File: src/rtl/dcv_pkg.sv
package dcv_pkg;
    typedef enum logic [0:0] {
        ST_IDLE = 1'b0,
        ST_WAIT = 1'b1
    } dcv_state_e;
endpackage

File: src/rtl/dcv_timer.sv
// Millisecond down-counter: loaded on a write, counts ticks down to zero.
module dcv_timer #(
    parameter int DLY_W = 16
) (
    input  logic             clk,
    input  logic             rst_n,
    input  logic             load,
    input  logic [DLY_W-1:0] load_val,
    input  logic             tick,
    output logic             zero
);
    logic [DLY_W-1:0] count_q;

    always_ff @(posedge clk) begin
        if (!rst_n) begin
            count_q <= '0;
        end else if (load) begin
            count_q <= load_val;
        end else if (tick && (count_q != '0)) begin
            count_q <= count_q - 1'b1;
        end
    end

    assign zero = (count_q == '0);
endmodule

File: src/rtl/dcv_fsm.sv
// Two-state sequencer: write -> ST_WAIT, restart stays, expire commits.
module dcv_fsm
    import dcv_pkg::*;
(
    input  logic clk,
    input  logic rst_n,
    input  logic wr_en,
    input  logic zero,
    output logic load,
    output logic commit,
    output logic busy
);
    dcv_state_e state_q, state_d;

    always_ff @(posedge clk) begin
        if (!rst_n) state_q <= ST_IDLE;
        else        state_q <= state_d;
    end

    always_comb begin
        state_d = state_q;
        unique case (state_q)
            ST_IDLE: if (wr_en) state_d = ST_WAIT;
            ST_WAIT: begin
                if (wr_en)     state_d = ST_WAIT;
                else if (zero) state_d = ST_IDLE;
            end
            default: state_d = ST_IDLE;
        endcase
    end

    always_comb begin
        load   = wr_en;
        commit = 1'b0;
        busy   = 1'b0;
        unique case (state_q)
            ST_IDLE: ;
            ST_WAIT: begin
                busy   = 1'b1;
                commit = !wr_en && zero;
            end
            default: ;
        endcase
    end
endmodule

File: src/rtl/dcv_store.sv
// Latest-written copy and committed copy of the value.
module dcv_store #(
    parameter int DATA_W = 32
) (
    input  logic                     clk,
    input  logic                     rst_n,
    input  logic                     wr_en,
    input  logic signed [DATA_W-1:0] wr_data,
    input  logic                     commit,
    output logic signed [DATA_W-1:0] committed
);
    logic signed [DATA_W-1:0] latest_q;
    logic signed [DATA_W-1:0] shown_q;

    always_ff @(posedge clk) begin
        if (!rst_n) begin
            latest_q <= '0;
            shown_q  <= '0;
        end else begin
            if (wr_en)  latest_q <= wr_data;
            if (commit) shown_q  <= latest_q;
        end
    end

    assign committed = shown_q;
endmodule

File: src/rtl/dcv_reg.sv
module dcv_reg #(
    parameter int DATA_W = 32,
    parameter int DLY_W  = 16
) (
    input  logic                     clk,
    input  logic                     rst_n,
    input  logic                     wr_en,
    input  logic signed [DATA_W-1:0] wr_data,
    input  logic [DLY_W-1:0]         delay_ms,
    input  logic                     ms_tick,
    output logic signed [DATA_W-1:0] rd_data,
    output logic                     pending
);
    logic load, commit, busy, zero;

    dcv_timer #(.DLY_W(DLY_W)) u_timer (
        .clk(clk), .rst_n(rst_n), .load(load), .load_val(delay_ms),
        .tick(ms_tick), .zero(zero)
    );

    dcv_fsm u_fsm (
        .clk(clk), .rst_n(rst_n), .wr_en(wr_en), .zero(zero),
        .load(load), .commit(commit), .busy(busy)
    );

    dcv_store #(.DATA_W(DATA_W)) u_store (
        .clk(clk), .rst_n(rst_n), .wr_en(wr_en), .wr_data(wr_data),
        .commit(commit), .committed(rd_data)
    );

    assign pending = busy;
endmodule

File: config.mk
export PLATFORM = sky130hd
export DESIGN_NAME = dcv_reg
export DESIGN_NICKNAME = d
export VERILOG_FILES = /design/src/rtl/dcv_pkg.sv /design/src/rtl/dcv_timer.sv /design/src/rtl/dcv_fsm.sv /design/src/rtl/dcv_store.sv /design/src/rtl/dcv_reg.sv
export SDC_FILE = /design/constraint.sdc
export NUM_CORES = 1
export LEC_CHECK = 0
export ABC_CLOCK_PERIOD_IN_PS = 6700
export BUFFER_PORTS_ARGS = -buffer_cell sky130_fd_sc_hd__buf_2
export CAP_MARGIN = 40
export CORE_MARGIN = 1.5
export CORE_UTILIZATION = 30
export CTS_CLUSTER_SIZE = 12
export DETAILED_ROUTE_END_ITERATION = 12
export PLACE_DENSITY = 0.59
export SETUP_SLACK_MARGIN = 0.4
export SYNTH_ARGS = -nofsm -noshare
export SYNTH_HDL_FRONTEND = slang
export SYNTH_SLANG_ARGS = --single-unit
File: constraint.sdc
create_clock -name clk -period 6.7 [get_ports clk]
set_clock_uncertainty 0.1 [all_clocks]
set_input_delay 0.335 -clock clk [delete_from_list [all_inputs] [get_ports clk]]
set_output_delay 0.335 -clock clk [all_outputs]
set_load 0.05 [all_outputs]
After elaboration in Yosys (flattened, before gate mapping)

Index checks and enable logic that the tools add are counted.

Bits in registers: 81
Output and inout bits: 33
Bits of input ports: 52
Logic and storage cells: 20

Reduce and logical (&&, ||, !) cells: 6
Multiplexer cells: 8
Bitwise gates (word level): 1
$add $sub $neg: 1

Operator list:

| operator                                                             | count |
|---|---|
| 16-bit two-way mux                                                   | 2 |
| 16-bit logical NOT                                                   | 1 |
| 16-bit nonzero test                                                  | 1 |
| 16-bit by 1-bit subtractor with 16-bit output, second input constant | 1 |
| 1-bit two-way mux                                                    | 5 |
| 1-bit logical AND                                                    | 2 |
| 1-bit case mux with 2 select lines                                   | 1 |
| 2-bit nonzero test                                                   | 1 |
| 1-bit logical NOT                                                    | 1 |
| 1-bit NOT                                                            | 1 |

Logic depth before layout (Yosys ltp)

Gate-level depths: netlist (run 1).

Depth in word-level cells: 4
Depth in mapped cells: 8
Gate-level depth less buffers: 6

Cells and area by module

From an unflattened synthesis (run 1), not the netlist that was laid out.

Cell total of the unflattened synthesis: 327
Area total of the unflattened synthesis: 3463.3 um2

Modules (own cells, without submodules):

| module    | cells an instance | area each (um2) | sequential area each (um2) | times used |
|---|---|---|---|---|
| dcv_store | 207               | 2492.4          | 1281.2                     | 1 |
| dcv_timer | 114               | 922.1           | 320.3                      | 1 |
| dcv_fsm   | 6                 | 48.8            | 20.0                       | 1 |

Worst setup path after synthesis (run 1)

Ideal clock, no wire load.

Path kind: register to register
Start point: register u_timer.count_q[7]
End point: register u_store.shown_q[23], in the netlist u_store.committed[23]
Required time: 6.474 ns
Data arrival time: 2.076 ns
Setup slack: 4.398 ns
Stages on the path, launching flop included: 8
Clock period less this slack: 2.302 ns
Library setup time: 0.126 ns
Path buffers: 3
Cell sequence: dfxtp_1 > or4_1 > buf_2 > or4_1 > buf_2 > clkbuf_1 > o21ai_0 > a21boi_0

Longest elaborated chain between the ends: 3

RTL lines:

| what                   | line            | text |
|---|---|---|
| start, declared        | dcv_timer.sv:12 | `logic [DLY_W-1:0] count_q;` |
| start signal, assigned | dcv_timer.sv:18 | `count_q <= load_val;` |
| start signal, assigned | dcv_timer.sv:20 | `count_q <= count_q - 1'b1;` |
| 16-bit logical NOT     | dcv_timer.sv:24 | `assign zero = (count_q == '0);` |
| 1-bit logical AND      | dcv_fsm.sv:40   | `commit = !wr_en && zero;` |
| 1-bit two-way mux      | dcv_fsm.sv:36   | `unique case (state_q)` |
| end signal, assigned   | dcv_store.sv:21 | `if (commit) shown_q <= latest_q;` |
| end, declared          | dcv_store.sv:13 | `logic signed [DATA_W-1:0] shown_q;` |

No other way between the ends.
A chain may end at the register's enable or synchronous reset.

Worst setup path in the final report (run 1)

Start point: register u_timer.count_q[7]
End point: register u_timer.count_q[3]

Longest elaborated chain between the ends: 3

RTL lines:

| what                                | line            | text |
|---|---|---|
| 16-bit nonzero test                 | dcv_timer.sv:19 | `end else if (tick && (count_q != '0)) begin` |
| 1-bit logical AND                   | dcv_timer.sv:19 |  |
| 2-bit nonzero test (no source line) | -               |  |

No other way between the ends.

==> results of run 1 <==
## Yosys cell counts (all sizes together) (3+ instances only)
| cell type | instances |
|---|---|
| clkbuf | 31 |
| nand4 | 3 |
| nor2 | 6 |
| or4 | 6 |
| dfxtp | 81 |
| nor2b | 36 |
| a21boi | 33 |
| o311a | 3 |
| inv | 8 |
| nand3 | 34 |
| nand2b | 3 |
| buf | 4 |
| mux2i | 34 |
| nor4 | 5 |
| o21ai | 48 |
| a31oi | 7 |
| a21oi | 6 |
| nor3 | 5 |
## per-layer routing
metal / share of wire, % / global-route usage [%] / vias up
li1: - / - / 1509
met1: 48 / 19.4 / 1379
met2: 47 / 23.5 / 64
met3: 4.6 / 4.19 / 8
met4: 0.71 / 3.21 / 0
met5: 0 / 0 / -
## through the flow
stage	std cells	hold slack, ns	setup WS, ns
floorplan	382	0.346	4.40
finish	596	0.158	3.90
global placement	578	0.353	3.78
CTS	596	0.152	3.87
detailed placement	580	0.364	3.89
global route	596	0.169	3.72
## worst register-to-register path, cell delays in order (launching register included)
cell	delay, ns
dfxtp_1	0.34
or4_1	0.71
or4_1	0.91
buf_8	0.29
a31o_2	0.23
a31oi_1	0.15
## layout make-up
class                      count  share of cell area [%]
sequential                    81                    37.4
clock buffer                  10                    5.51
inverter                       8                   0.692
multi-input combinational    258                    40.2
tap                          143                    4.13
clock inverter                 6                   0.981
timing repair buffer          90                    11.1
## worst min path at each step
stage	from	endpoint
3_5_place_dp	u_store.latest_q[22]	u_store.committed[22]
4_1_cts	wr_data[22]	u_store.latest_q[22]
2_1_floorplan	u_store.latest_q[22]	u_store.committed[22]
3_3_place_gp	u_store.latest_q[30]	u_store.committed[30]
6_report	wr_data[22]	u_store.latest_q[22]
5_1_grt	wr_data[9]	u_store.latest_q[9]
## sequential cells by signal, indices dropped and copies added, names as in the netlist
name               cells
u_store.committed     32
u_fsm.state_q          1
u_store.latest_q      32
u_timer.count_q       16
## cell families after synthesis
kind of cell | Yosys count | synth area share (%)
adder cells (fa/ha/maj) | 1 | 0.354
flip-flops | 81 | 45.9
AO/OA/AOI/OAI | 108 | 19.4
multiplexers | 34 | 9.63
AND/OR/NAND/NOR | 115 | 19.9
buffers and inverters | 43 | 4.85
## report_power, final
part	switching, mW	internal [mW]	total [mW]
Clock	0.198	0.262	0.460
Combinational	0.0625	0.0508	0.113
Sequential	0.0146	0.501	0.516
==> impl_summary.log, run 1 <==
[metrics] status: completed
[metrics] share of layout cells above drive strength 1: 25.4%
[metrics] register cell area after layout: 1620 sq um
[metrics] Worst IR Drop VDD: 0.109 mV
[metrics] routed via count: 2960
[metrics] footprint of the multi-input gates: 1740 sq um
[metrics] setup repair after global routing missed its margin: false
[metrics] Crit path depth: 5
[metrics] Vias per Instance: 4.97
[metrics] fraction of synthesis flops using an asynchronous set or reset pin: 0%
[metrics] area leader, netlist: dfxtp_1
[metrics] clock-pin slew on the worst setup and hold paths: 0.06 ns
[metrics] total negative slack: 0 ns
[metrics] number of buffers between clock root and the deepest sink: 2
[metrics] fraction of post-synthesis cell area in the top cell type by area: 45.9%
[metrics] post-synthesis net count: 435
[metrics] Data required, critical path: 6.85 ns
[metrics] critical-path cell with the highest stage delay: or4_1
[metrics] die footprint: 12400 sq um
[metrics] number of cells upsized or downsized after cts: 0
[metrics] Rel. slew slack: 49.4%
[metrics] Post-Synthesis Cell Area: 3530 sq um
[metrics] Std-Cell Core Area: 11500 sq um
[metrics] power density over the cells: between 200 and 300 nW/um^2
[metrics] DRT Pass-1 Iters: 4
[metrics] Final Hold Fails: 0
[metrics] count of pins on the block boundary: 85
[metrics] detailed router's first-iteration violation count: 160
[metrics] design area: between 4000 and 5000 sq um
[metrics] CP most frequent cell: or4_1
[metrics] number of clock sinks seen by CTS: 81
[metrics] max-cap viol count: 0
[metrics] number of enable-type register cells in the synthesized netlist: 0
[metrics] launch point of the worst path: u_timer.count_q[7]
[metrics] maximum fanout count along the critical path: 20
[metrics] most frequent cells in the layout: buf_2, dfxtp_1, o21ai_0, nor2b_1
[metrics] number of cell rows: 39
[metrics] final setup violating endpoints: 0
[metrics] part of the Yosys area used for sequential elements: roughly 46%
[metrics] Routability Congestion: 0.773
[metrics] most common cell after layout, fill and taps aside: buf_2
[metrics] Slowest Stage Delay on Critical Path: about 0.9 ns
[metrics] Hold-fix buffers, CTS: 0
[metrics] Final Core Density: 37.8%
[metrics] number of antenna violations at the first check in global routing: 0
[metrics] register-to-register path setup slack: just under 4 ns
[metrics] first-pass GRT wire length: approximately 15000 microns
[metrics] chain of cells forming the critical path: or4_1 > or4_1 > buf_8 > a31o_2 > a31oi_1
[metrics] CTS root buffer: clkbuf_16
[metrics] CTS HTree Levels: 3
[metrics] Die Height: 112 microns
[metrics] r2r startpoint: u_timer.count_q[7]
[metrics] total track usage: about 15%
[metrics] Routed Wire Length: 8830 microns
[metrics] class of the tightest hold or removal check: in2reg
[metrics] synthesized instance count: 382
[metrics] f_max: 357 MHz
[metrics] worst hold path stage count: 3
[metrics] kind of cell with the highest combined delay on the critical path: simple AND/OR/NAND/NOR gates
[metrics] routed len/inst: 14.8 microns
[metrics] Worst Setup Start Kind: flop
[metrics] dominant register cell in the synthesized netlist: dfxtp_1
[metrics] worst setup path category: reg2reg
[metrics] worst reg-to-reg path cell count: 5
[metrics] synth top area cells: dfxtp_1, mux2i_1, o21ai_0
[metrics] clock tree from TritonCTS: yes
[metrics] Clk Latency, worst-skew pair: 0.33 ns
[metrics] endpoint of the most critical setup path: u_timer.count_q[3]
[metrics] kind of end point of the critical path: flop
[metrics] number of design rule violations left after detail routing: 0
[metrics] Leak Pwr: 1.76 nW
[metrics] post-synthesis sequential element count: between 80 and 90
[metrics] data arrival time of the worst path: between 2 and 3 ns
[metrics] Period minus WS final: 2.80 ns
[metrics] terminus of the critical flop-to-flop path: u_timer.count_q[3]
[metrics] number of pins exceeding their max-slew limit in the final report: 0
[metrics] vias in the first global route: 2996
[metrics] Avg Inst Size Synth: 9.25 sq um
[metrics] die outline width: about 110 microns
[metrics] pin count of the biggest net entering global routing: 84
[metrics] HPWL reported at the end of detailed placement: approximately 5800 microns
[metrics] Crit path buffers/inverters: 1
[metrics] area overhead of the layout relative to synthesis: 22.7%
[metrics] post-route clock period utilization: 41.8%
[metrics] yosys warns: 0
[metrics] Post CTS Setup Buffer Count: 0
[metrics] Power, Total: about 1.1 mW
[metrics] number of fill cells: approximately 1200
[metrics] Final nets: 501
[metrics] Slew @ Worst Pin: around 0.75 ns
[metrics] ant diodes: 0
[metrics] area after detailed placement: 4060 sq um
[metrics] antenna viol nets, final: 0
[metrics] # port buffers: 84
[metrics] count of distinct cell types in the synthesized netlist: 44
[metrics] total CTS buffers: 9
[metrics] remaining global-route overflow: 0
[metrics] initial core utilization: 30.8%
(Power assumes the default switching activity.)
==> inputs of run 2 (changes only) <==
Settings changed: ABC_CLOCK_PERIOD_IN_PS 6700 to 2820.
Clock period 6.7 ns to 2.82 ns, I/O delays scaled along.
==> impl_summary.log, run 2 (synthesis results as in run 1) <==
[metrics] number of cell rows: 39
[metrics] HPWL reported at the end of detailed placement: 6130 microns
[metrics] Data required, critical path: 2.98 ns
[metrics] total CTS buffers: 9
[metrics] kind of cell with the highest combined delay on the critical path: simple AND/OR/NAND/NOR gates
[metrics] sw frac: 23.6%
[metrics] CTS HTree Levels: 3
[metrics] number of fill cells: 1144
[metrics] Final Core Density: 41.9%
[metrics] sequential cell fraction of total power: 44.9%
[metrics] met3 wire length: 448 microns
[metrics] length of routed met2 wiring: approximately 4300 microns
[metrics] initial core utilization: 30.8%
[metrics] Period minus WS final: 2.36 ns
[metrics] first-pass GRT wire length: 15300 microns
[metrics] share of layout cells above drive strength 1: about 26%
[metrics] worst setup path category: reg2reg
[metrics] power density over the cells: 570 nW/um^2
[metrics] clock-pin slew on the worst setup and hold paths: 0.06 ns
[metrics] area overhead of the layout relative to synthesis: 35.9%
[metrics] Routed Wire Length: 9200 microns
[metrics] Crit path buffers/inverters: 1
[metrics] total track usage: 15.2%
[metrics] uppermost layer routed: met4
[metrics] Die Height: 112 microns
[metrics] # port buffers: 84
[metrics] chain of cells forming the critical path: or4_4 > buf_6 > or4b_4 > or4_1 > a31oi_1
[metrics] detailed router's first-iteration violation count: ~110
[metrics] antenna viol nets, final: 0
[metrics] clock tree from TritonCTS: yes
[metrics] routed via count: 3125
[metrics] Vias per Instance: 4.88
[metrics] status: completed
[metrics] Clock power frac: between 40 and 50%
[metrics] met1 wire length: ~4400 microns
[metrics] Leak Pwr: 1.97 nW
[metrics] remaining global-route overflow: 0
[metrics] number of clock sinks seen by CTS: between 80 and 90
[metrics] critical-path cell with the highest stage delay: or4_4
[metrics] data arrival time of the worst path: around 2.5 ns
[metrics] footprint of the multi-input gates: 1770 sq um
[metrics] Clk Latency, worst-skew pair: 0.33 ns
[metrics] Final Hold Fails: 0
[metrics] count of pins on the block boundary: 85
[metrics] number of pins exceeding their max-slew limit in the final report: 0
[metrics] die outline width: roughly 110 microns
[metrics] most common cell after layout, fill and taps aside: buf_2
[metrics] CTS root buffer: clkbuf_16
[metrics] Hold WS: 0.0109 ns
[metrics] number of antenna violations at the first check in global routing: 0
[metrics] final setup violating endpoints: 0
[metrics] total negative slack: 0 ns
[metrics] number of design rule violations left after detail routing: 0
[metrics] f_max: 424 MHz
[metrics] register cell area after layout: 1630 sq um
[metrics] class of the tightest hold or removal check: in2reg
[metrics] Std-Cell Core Area: approximately 11000 sq um
[metrics] Rel. slew slack: 52.8%
[metrics] Power, Total: 2.74 mW
[metrics] max-cap viol count: 0
[metrics] relative contribution of combinational cells to total power: between 10% and 20%
[metrics] DRT Pass-1 Iters: 4
[metrics] number of buffers between clock root and the deepest sink: 2
[metrics] Slowest Stage Delay on Critical Path: 0.54 ns
[metrics] Routability Congestion: between 0.8 and 0.9
[metrics] die footprint: 12400 sq um
[metrics] maximum fanout count along the critical path: 6
[metrics] internal power summed over all cells: 2.09 mW
[metrics] Final nets: 546
[metrics] pin count of the biggest net entering global routing: 46
[metrics] Worst IR Drop VDD: 0.347 mV
[metrics] Slew @ Worst Pin: 0.708 ns
[metrics] vias in the first global route: 3099
[metrics] Psw: roughly 650 uW
[metrics] setup repair after global routing missed its margin: true
[metrics] routed len/inst: 14.4 microns
[metrics] post-route clock period utilization: between 80% and 90%
[metrics] most frequent cells in the layout: buf_2, dfxtp_1, o21ai_0, nor2b_1
[metrics] ant diodes: 0
[metrics] Worst Setup Start Kind: flop
[metrics] kind of end point of the critical path: flop
## run 2: cell types whose count changed in the layout (fill, tap and decap cells not counted), sizes merged
cell / before / now
dlygate4sd3: 0 / 34
buf: 90 / 101
clkbuf: 10 / 12
clkinvlp: 2 / 0
bufinv: 0 / 1
clkinv: 3 / 2
inv: 9 / 8
## run 2: final timing paths
kind	startpoint	end	slack, ns	cells past startpoint
max reg2reg	u_timer.count_q[2]	u_timer.count_q[9]	0.46	5
max	u_timer.count_q[2]	u_timer.count_q[9]	0.46	5
min	delay_ms[12]	u_timer.count_q[12]	0.01	3
min reg2reg	u_store.latest_q[13]	u_store.committed[13]	0.37	2
## run 2: routing by layer
layer	vias to the layer above	GRT usage [%]
met2	69	24.1
li1	1595	-
met5	-	0
met3	7	4.57
met1	1454	19.8
met4	0	4.98
## run 2: repair_timing
action / in CTS / in global routing
setup endpoints to repair: 31 / 30
buffers inserted: 0 / 5
endpoints found under the hold margin: 34 / 0
resized for setup: 2 / 14
hold buffers: 34 / 0
pin swaps: 0 / 2
## run 2: final cells by class
| class | instances | share of cell area, % |
|---|---|---|
| Timing Repair Buffer | 135 | 18.7 |
| Multi-Input combinational cell | 258 | 36.9 |
| Tap cell | 143 | 3.73 |
| Clock buffer | 12 | 5.34 |
| Sequential cell | 81 | 33.8 |
| Inverter | 8 | 0.625 |
| Clock inverter | 3 | 0.834 |
## run 2: worst reg2reg max path: stages, from the launching register on
cell	delay, ns
dfxtp_4	0.35
or4_4	0.54
buf_6	0.15
or4b_4	0.52
or4_1	0.47
a31oi_1	0.16
## run 2: power groups by stage
stage / Sequential (mW) / Combinational [mW] / Clock [mW]
global route: 1.24 / 0.372 / 1.26
finish: 1.23 / 0.333 / 1.17
detailed placement: 1.25 / 0.279 / 0
global placement: 1.25 / 0.272 / 0
CTS: 1.23 / 0.316 / 1.21
floorplan: 1.25 / 0.195 / 0
## run 2: through the flow
stage	area [sq um]	cells	setup WS, ns
6_report	4800	640	0.460
3_5_place_dp	4090	586	0.286
2_1_floorplan	3530	382	0.518
3_3_place_gp	4090	586	0.365
5_1_grt	4800	640	0.385
4_1_cts	4730	635	0.400
==> inputs of run 3 (changes only) <==
Settings changed: ABC_AREA from default to 1, ABC_CLOCK_PERIOD_IN_PS 2820 to 2300.
Clock period 2.82 ns to 2.3 ns, I/O delays scaled along.
==> impl_summary.log, run 3 <==
[metrics] # port buffers: 84
[metrics] dominant register cell in the synthesized netlist: dfxtp_1
[metrics] Final Core Density: 42.1%
[metrics] Routed Wire Length: a little under 9000 microns
[metrics] class of the tightest hold or removal check: in2reg
[metrics] share of layout cells above drive strength 1: approximately a quarter
[metrics] yosys warns: 0
[metrics] number of pins exceeding their max-slew limit in the final report: 0
[metrics] number of fill cells: 1137
[metrics] Routability Congestion: 0.891
[metrics] status: completed
[metrics] Final nets: approximately 630
[metrics] area overhead of the layout relative to synthesis: 37.0%
[metrics] critical-path cell with the highest stage delay: dfxtp_1
[metrics] first-pass GRT wire length: 15200 microns
[metrics] initial core utilization: 30.7%
[metrics] area after detailed placement: 4040 sq um
[metrics] Clk Latency, worst-skew pair: 0.34 ns
[metrics] Vias per Instance: 4.64
[metrics] number of antenna violations at the first check in global routing: 0
[metrics] fraction of post-synthesis cell area in the top cell type by area: 46.4%
[metrics] most common cell after layout, fill and taps aside: nor2_1
[metrics] total CTS buffers: 9
[metrics] die outline width: 111 microns
[metrics] internal power summed over all cells: between 2 and 3 mW
[metrics] CTS root buffer: clkbuf_16
[metrics] sequential cell fraction of total power: 43.0%
[metrics] Data required, critical path: 2.44 ns
[metrics] vias in the first global route: 3229
[metrics] Final Worst Setup Slack: between 0.5 and 0.6 ns
[metrics] clock tree from TritonCTS: yes
[metrics] Worst IR Drop VDD: 0.339 mV
[metrics] number of cell rows: 39
[metrics] data arrival time of the worst path: 1.93 ns
[metrics] number of design rule violations left after detail routing: 0
[metrics] footprint of the multi-input gates: 1650 sq um
[metrics] part of the Yosys area used for sequential elements: between 40 and 50%
[metrics] Std-Cell Core Area: 11400 sq um
[metrics] Clock power frac: 42.9%
[metrics] Avg Inst Size Synth: 7.55 sq um
[metrics] final setup violating endpoints: 0
[metrics] Crit path buffers/inverters: 3
[metrics] count of pins on the block boundary: 85
[metrics] detailed router's first-iteration violation count: 200
[metrics] HPWL reported at the end of detailed placement: 6020 microns
[metrics] remaining global-route overflow: 0
[metrics] area leader, netlist: dfxtp_1
[metrics] CP most frequent cell: inv_1
[metrics] antenna viol nets, final: 0
[metrics] Die Height: 111 microns
[metrics] post-synthesis sequential element count: 81
[metrics] combinational family with the most area after synthesis: simple AND/OR/NAND/NOR gates
[metrics] Post-Synthesis Cell Area: approximately 3500 sq um
[metrics] leading cell type by number of instances after synthesis: nor2_1
[metrics] maximum fanout count along the critical path: 22
[metrics] synthesized-area fraction occupied by ao, oa, aoi and oai cells: 17.0%
[metrics] Slew @ Worst Pin: 0.546 ns
[metrics] post-route clock period utilization: 78.2%
[metrics] f_max: 556 MHz
[metrics] post-synthesis share of cell area spent on xor and xnor gates: 0.752%
[metrics] routed via count: ~3400
[metrics] sw frac: roughly a quarter
[metrics] Power, Total: 3.53 mW
[metrics] pin count of the biggest net entering global routing: 38
[metrics] kind of cell with the highest combined delay on the critical path: simple AND/OR/NAND/NOR gates
[metrics] chain of cells forming the critical path: inv_1 > ha_4 > nand2_4 > nor2_1 > nand2_1 > nand2_4 > nand2_8 > o21ai_0 > inv_1 > nand2_1 > inv_1
[metrics] most frequent cells in the layout: nor2_1, buf_2, dfxtp_1, o21ai_0
[metrics] total track usage: 15.3%
[metrics] synthesized instance count: 463
[metrics] register cell area after layout: 1620 sq um
[metrics] Period minus WS final: 1.80 ns
[metrics] Psw: 864 uW
[metrics] adder and majority gate portion of the synthesized area: less than 1%
[metrics] CTS HTree Levels: 3
[metrics] Final Hold Fails: 0
[metrics] Slowest Stage Delay on Critical Path: 0.32 ns
[metrics] setup repair after global routing missed its margin: false
[metrics] Simple-Gate Fraction of Synth Area: roughly 27%
[metrics] Rel. slew slack: 63.6%
[metrics] synth top area cells: dfxtp_1, nor2_1, o21ai_0
[metrics] count of distinct cell types in the synthesized netlist: 28
[metrics] power density over the cells: 737 nW/um^2
[metrics] Leak Pwr: 2.33 nW
[metrics] die footprint: 12300 sq um
[metrics] relative contribution of combinational cells to total power: 14.1%
[metrics] max-cap viol count: 0
[metrics] routed len/inst: about 12 microns
[metrics] post-synthesis net count: 516
[metrics] fraction of synthesis flops using an asynchronous set or reset pin: 0%
[metrics] clock-pin slew on the worst setup and hold paths: about 0.06 ns
[metrics] number of clock sinks seen by CTS: 81
[metrics] Worst Setup Start Kind: flop
[metrics] Synth top cells by count: nor2_1, dfxtp_1, o21ai_0
[metrics] Placement Setup Slack: between 0.2 and 0.3 ns
[metrics] number of enable-type register cells in the synthesized netlist: 0
[metrics] total negative slack: 0 ns
[metrics] kind of end point of the critical path: flop
[metrics] ant diodes: 0
[metrics] share of synthesized area spent on multiplexers: 0.859%
[metrics] number of buffers between clock root and the deepest sink: 2
[metrics] worst setup path category: reg2reg
[metrics] DRT Pass-1 Iters: 5
[metrics] design area: 4790 sq um
run 3: cell count changes after synthesis, sizes merged, moves of 11 or more:
cell    before  now
nand3       34   15
inv          8   36
or2          2   20
nor2b       36    0
o211a        0   18
o21ai       48   66
nor2         6  128
nand2        2   43
clkbuf      31   20
a21boi      33    0
mux2i       34    3
run 3: area by class of cell:
| class | instances | area share, % |
|---|---|---|
| repair buffers | 133 | 18.6 |
| multi-input cells | 319 | 34.4 |
| clock buffers | 12 | 5.15 |
| flip-flops and latches | 81 | 33.9 |
| clock inverters | 3 | 1.36 |
| inverters | 36 | 2.87 |
| well taps | 143 | 3.74 |
run 3: worst paths after layout:
kind	startpoint	endpoint	slack, ns	cells after the start
worst max-delay path	u_timer.count_q[0]	u_timer.count_q[10]	0.50	11
worst min-delay path	delay_ms[12]	u_timer.count_q[12]	0.0008	3
worst max register to register	u_timer.count_q[0]	u_timer.count_q[10]	0.50	11
worst min register to register	u_store.committed[24]	u_store.committed[24]	0.36	2
run 3: worst min-delay path, cell delays in order:
cell and delay [ns]:
buf_2 0.10, mux2i_1 0.06, a21oi_1 0.12
run 3: per-stage QoR:
stage               std cells  hold WS (ns)
floorplan                 463         0.171
global placement          672         0.259
detailed placement        672         0.260
CTS                       727       0.00464
global route              727        0.0154
finish                    727      0.000770
run 3: power groups by stage:
stage / registers [mW] / clock network (mW) / logic, mW
floorplan: 1.55 / 0 / 0.298
global placement: 1.54 / 0 / 0.425
detailed placement: 1.55 / 0 / 0.433
CTS: 1.51 / 1.55 / 0.487
global route: 1.52 / 1.60 / 0.566
finish: 1.52 / 1.51 / 0.497
run 3: kinds of logic (layout without fill, tap and decap cells):
logic type      Yosys count  count (layout)
simple gates            212             212
compound gates          100             100
flops                    81              81
buf+inv                  63             184
xor+xnor                  3               3
mux                       3               3
fa+ha+maj                 1               1
run 3: timing repair:
item / CTS / global route
pin swaps: 1 / 0
setup buffers: 2 / 0
hold buffers: 38 / 0
hold endpoints to repair: 38 / 0
setup endpoints to repair: 45 / 46
resized for setup: 1 / 9
run 3: per-layer routing:
layer	track usage (%)	vias to the layer above	share of wire, %
li1	-	1732	-
met1	19.0	1532	47
met2	24.9	91	46
met3	3.44	20	4.4
met4	7.69	0	2.3
met5	0	-	0
